==> src/rtl/rcs_pkg.sv <==
package rcs_pkg;
   localparam int unsigned REG_W     = 8;
   localparam int unsigned N_CAUSE   = 6;
   localparam int unsigned POR_BIT   = 7;
   localparam int unsigned CAUSE_TOP = 6;
   localparam logic [REG_W-1:0] POR_STATE = 8'h80;

   function automatic int unsigned cause_pos(input int unsigned idx);
      return CAUSE_TOP - idx;
   endfunction
endpackage

==> src/rtl/rcs_cause_arb.sv <==
module rcs_cause_arb #(
   parameter int unsigned N = 6
) (
   input  logic [N-1:0] req,
   output logic [N-1:0] grant,
   output logic         any
);
   logic [N:0] blocked;

   assign blocked[0] = 1'b0;

   for (genvar i = 0; i < N; i++) begin : g_chain
      assign grant[i]     = req[i] & ~blocked[i];
      assign blocked[i+1] = blocked[i] | req[i];
   end

   assign any = blocked[N];

   initial begin
      assert (N >= 1) else $error("rcs_cause_arb: N must be at least 1");
   end
endmodule

==> src/rtl/rcs_bus_decode.sv <==
module rcs_bus_decode #(
   parameter int unsigned ADDR_W    = 16,
   parameter int unsigned REG_ADDR  = 32'h0000_FE01,
   parameter int unsigned ADDR_MASK = 32'h0000_FFFF
) (
   input  logic [ADDR_W-1:0] bus_addr,
   input  logic              bus_rd,
   input  logic              bus_wr,
   output logic              rd_hit,
   output logic              wr_hit
);
   localparam logic [ADDR_W-1:0] MASK_V = ADDR_W'(ADDR_MASK);
   localparam logic [ADDR_W-1:0] MATCH  = ADDR_W'(REG_ADDR) & MASK_V;

   logic sel;

   assign sel    = ((bus_addr & MASK_V) == MATCH);
   assign rd_hit = sel & bus_rd;
   assign wr_hit = sel & bus_wr;

   initial begin
      assert (ADDR_W >= 1 && ADDR_W <= 31) else $error("rcs_bus_decode: ADDR_W out of range");
      assert (REG_ADDR < (32'd1 << ADDR_W)) else $error("rcs_bus_decode: REG_ADDR wider than bus");
   end
endmodule

==> src/rtl/rcs_flag_store.sv <==
module rcs_flag_store #(
   parameter int unsigned N = 6
) (
   input  logic         clk,
   input  logic         rst_n,
   input  logic         por_evt,
   input  logic [N-1:0] grant,
   input  logic         any_cause,
   input  logic         rd_hit,
   output logic         por_flag,
   output logic [N-1:0] cause_flags
);
   always_ff @(posedge clk or negedge rst_n) begin
      if (!rst_n) begin
         por_flag    <= 1'b1;
         cause_flags <= '0;
      end else if (por_evt) begin
         por_flag    <= 1'b1;
         cause_flags <= '0;
      end else begin
         if (rd_hit)
            por_flag <= 1'b0;
         if (any_cause)
            cause_flags <= grant;
         else if (rd_hit)
            cause_flags <= '0;
      end
   end

   a_r6_single_cause: assert property (@(posedge clk) disable iff (!rst_n)
      $onehot0(cause_flags));

   a_r3_por_state: assert property (@(posedge clk) disable iff (!rst_n)
      por_evt |=> (por_flag && cause_flags == '0));

   a_r5_replace: assert property (@(posedge clk) disable iff (!rst_n)
      (!por_evt && any_cause) |=> (cause_flags == $past(grant)));

   a_r4_read_clears: assert property (@(posedge clk) disable iff (!rst_n)
      (rd_hit && !por_evt && !any_cause) |=> (!por_flag && cause_flags == '0));

   a_r5_por_kept: assert property (@(posedge clk) disable iff (!rst_n)
      (!por_evt && !rd_hit) |=> (por_flag == $past(por_flag)));
endmodule

==> src/rtl/reset_cause_reg.sv <==
module reset_cause_reg #(
   parameter int unsigned ADDR_W     = 16,
   parameter int unsigned REG_ADDR   = 32'h0000_FE01,
   parameter int unsigned ADDR_MASK  = 32'h0000_FFFF,
   parameter bit          IDLE_ZERO  = 1'b1
) (
   input  logic              clk,
   input  logic              rst_n,
   input  logic              por_evt,
   input  logic              pin_evt,
   input  logic              wdog_evt,
   input  logic              illop_evt,
   input  logic              illadr_evt,
   input  logic              mon_evt,
   input  logic              lowv_evt,
   input  logic [ADDR_W-1:0] bus_addr,
   input  logic              bus_rd,
   input  logic              bus_wr,
   output logic [7:0]        rd_data
);
   import rcs_pkg::*;

   localparam int unsigned N = N_CAUSE;

   logic [N-1:0]     req;
   logic [N-1:0]     grant;
   logic             any_cause;
   logic             rd_hit;
   logic             wr_hit;
   logic             por_flag;
   logic [N-1:0]     cause_flags;
   logic [REG_W-1:0] status;

   // index 0 has the highest priority
   assign req = {lowv_evt, mon_evt, illadr_evt, illop_evt, wdog_evt, pin_evt};

   rcs_cause_arb #(.N(N)) u_arb (
      .req   (req),
      .grant (grant),
      .any   (any_cause)
   );

   rcs_bus_decode #(
      .ADDR_W    (ADDR_W),
      .REG_ADDR  (REG_ADDR),
      .ADDR_MASK (ADDR_MASK)
   ) u_dec (
      .bus_addr (bus_addr),
      .bus_rd   (bus_rd),
      .bus_wr   (bus_wr),
      .rd_hit   (rd_hit),
      .wr_hit   (wr_hit)
   );

   rcs_flag_store #(.N(N)) u_store (
      .clk         (clk),
      .rst_n       (rst_n),
      .por_evt     (por_evt),
      .grant       (grant),
      .any_cause   (any_cause),
      .rd_hit      (rd_hit),
      .por_flag    (por_flag),
      .cause_flags (cause_flags)
   );

   assign status[POR_BIT] = por_flag;
   assign status[0]       = 1'b0;
   for (genvar i = 0; i < N; i++) begin : g_map
      assign status[cause_pos(i)] = cause_flags[i];
   end

   if (IDLE_ZERO) begin : g_rd_gated
      assign rd_data = rd_hit ? status : '0;
   end else begin : g_rd_open
      assign rd_data = status;
   end

   initial begin
      assert (REG_W == 8) else $error("reset_cause_reg: register must be 8 bits");
      assert (N + 2 == REG_W) else $error("reset_cause_reg: cause count does not fit layout");
   end

   a_r9_write_ignored: assert property (@(posedge clk) disable iff (!rst_n)
      (wr_hit && !rd_hit && !por_evt && !any_cause) |=> $stable(status));

   a_r7_event_beats_read: assert property (@(posedge clk) disable iff (!rst_n)
      (rd_hit && any_cause && !por_evt) |=> (status[POR_BIT] == 1'b0 && status[6:1] != '0));

   a_r1_bit0_low: assert property (@(posedge clk) disable iff (!rst_n)
      rd_hit |-> (rd_data[0] == 1'b0));
endmodule

==> config.mk <==
export PLATFORM = sky130hd
export DESIGN_NAME = reset_cause_reg
export DESIGN_NICKNAME = d
export VERILOG_FILES = /design/src/rtl/rcs_pkg.sv /design/src/rtl/rcs_cause_arb.sv /design/src/rtl/rcs_bus_decode.sv /design/src/rtl/rcs_flag_store.sv /design/src/rtl/reset_cause_reg.sv
export SDC_FILE = /design/constraint.sdc
export NUM_CORES = 1
export LEC_CHECK = 0
export ABC_CLOCK_PERIOD_IN_PS = 3400
export BUFFER_PORTS_ARGS = -buffer_cell sky130_fd_sc_hd__buf_2
export CAP_MARGIN = 10
export CORE_AREA = 5 5 42 44
export CTS_CLUSTER_DIAMETER = 100
export DETAILED_ROUTE_END_ITERATION = 12
export DIE_AREA = 0 0 47 49
export PLACE_DENSITY = 0.7
export SYNTH_ARGS = -nofsm -noshare
export SYNTH_HDL_FRONTEND = slang
export SYNTH_HIERARCHICAL = 1
export SYNTH_SLANG_ARGS = --single-unit
export TNS_END_PERCENT = 1
==> constraint.sdc <==
create_clock -name clk -period 3.4 [get_ports clk]
set_input_delay 0.17 -clock clk [delete_from_list [all_inputs] [get_ports clk]]
set_output_delay 0.17 -clock clk [all_outputs]
set_load 0.1 [all_outputs]
==> flow_summary.toml <==
[final_layout]
antenna_cells = 0
drive_above_1_share = 0.558
fin_nets = 105
syn_to_final_growth_pct = 46.0
fin_area_um2 = 639
fillCellCount = 147

[floorplanning]
die_x_um = 47
core_region_area_mm2 = 0.00140
ioPinCount = 35
die_h_um = 49
placementRows = 14
die-area_mm2 = 0.00230
start_util = 0.313

[detailed_routing]
via_per_inst = 5.13
route.detailed.drc = 0
first_pass_iters = 4
vias = 477
drt_iter0_drc = 12
wl_um = 1200
antenna_left = 0
wl_per_cell_um = 12.9

[setup_path]
start_kind = "primary input"
path_buf_inv = 2
critPathSlowestCell = "or4b_1"
critical_path_class = "primary input to output port"
worstPathArrival_ns = 1.96
crit_chain = "buf_2 -> or4b_1 -> nor4_1 -> and2_1 -> and2_1 -> buf_2"
required_ns = 3.23
worst-path-max-fanout = 8
cpPeakStageDelay_ns = 0.53
end_kind = "output port"
crit_family = "simple AND/OR/NAND/NOR gates"

[timing]
min_period_over_period = 0.627
hold_viol_final = 0
max_freq_ghz = 0.469
setup_viol_count_final = 0
period_needed_ns = 2.13
slew_viol_final = 0
skew_ns = 0
fin_tns_setup_ns = 0
rsz0062_at_grt = "no"

[synth]
ys.warnings.count = 6
syn-cell-area_um2 = 438
syn_nets = 69
synth.avg_cell_area_um2 = 10.4
synthCells = 42

[cts]
clock-sinks = 7
insertion_delay_ns = 0.24
htreeDepth = 1
cts_buffers = 3
root_buffer = "clkbuf_4"
cts_tree = "done"
path_clk_slew_ns = 0.05
cts_max_path_buffers = 2

[status]
outcome = "complete, no violations"

[power_and_ir_drop]
max-vdd-ir-drop_mv = 0.155
seq_power_share = 0.449
power_switching_share = 0.239
comb_power_share = 0.162
netSwitchingPower_mw = 0.0459
p_per_area_mw_per_mm2 = 300
p_int_mw = 0.146
p_clk_frac = 0.389
p_leak_nw = 0.339

[flow_run]
maxCapViolCount = 0

[global_routing]
grt_max_degree = 9
grt_pass1_wl_um = 1800
antenna_found_initial = 0
grt-ovfl-total = 0
grt_pass1_vias = 437
track_usage = 0.106

[placed_design]
hpwl_um = 977
dpl_cell_area_um2 = 603
io_buffer_count = 32
place_congestion = 0.722

[worst_hold_path]
hold_path_class = "primary input to flip-flop"
## power groups by stage
stage	logic [mW]	registers (mW)	clock network [mW]
finish	0.0311	0.0861	0.0746
CTS	0.0314	0.0861	0.0770
detailed placement	0.0303	0.0875	0
floorplan	0.0137	0.0872	0
global route	0.0334	0.0863	0.0869
global placement	0.0294	0.0875	0
## final timing paths
kind,from,to,slack (ns),depth (start not counted)
setup reg to reg,u_store/cause_flags[4],u_store/cause_flags[4],2.66,1
hold reg to reg,u_store/cause_flags[5],u_store/cause_flags[5],0.53,1
max in group asynchronous,rst_n,u_store/por_flag,2.89,2
hold / removal,por_evt,u_store/por_flag,0.16,2
min in group asynchronous,rst_n,u_store/cause_flags[5],0.28,2
setup / recovery,bus_addr[1],rd_data[3],1.27,6
## layer usage
metal / vias up / share of wire / GRT usage
met5: - / 0 / 0
met4: 0 / 0 / 0.0415
met3: 0 / 0.17 / 0.0221
met2: 29 / 0.46 / 0.174
met1: 217 / 0.37 / 0.130
li1: 231 / - / -
## what timing repair did
item                      in CTS  in global routing
hold buffers                   1                  0
hold endpoints to repair       7                  0
gates resized for setup        0                  0
setup buffers                  0                  0
## cell usage in the layout, fill, tap and decap left out
master,n
a32o_2,3
or4_4,1
inv_1,2
clkbuf_1,1
a21o_2,1
and2b_4,1
nor3b_1,2
nand4_1,1
or3_1,1
nor2b_1,2
dlygate4sd3_1,1
nand4b_1,1
and2_1,8
conb_1,1
nor2_1,1
a32o_1,3
or4_1,1
dfstp_2,1
dfrtp_1,6
or4b_1,1
nor4_1,1
buf_2,32
nor4b_1,1
nor2_2,1
clkbuf_4,3
## cell type report
| class | count | area (um2) | share of cell area |
|---|---|---|---|
| sequential | 7 | 176 | 0.276 |
| clock buffer | 4 | 26.3 | 0.0411 |
| multi-input combinational | 31 | 239 | 0.374 |
| tap | 16 | 20.0 | 0.0313 |
| timing repair buffer | 33 | 170 | 0.266 |
| inverter | 2 | 7.51 | 0.0117 |
## per-stage QoR
step           power (mW)  hold WS, ns  utilization  std cells  setup slack [ns]
5_1_grt             0.207        0.140        0.456         93              1.10
3_3_place_gp        0.117       0.0143        0.430         88              1.29
4_1_cts             0.195        0.153        0.456         93              1.22
6_report            0.192        0.160        0.456         93              1.27
3_5_place_dp        0.118       0.0179        0.430         88              1.22
2_1_floorplan       0.101       -0.126            -         42              1.33
## registers in the layout, indices dropped and copies added, names as in the netlist
| register | flops |
|---|---|
| u_store/cause_flags | 6 |
| u_store/por_flag | 1 |
No activity file was read; power rests on OpenSTA's default activity.
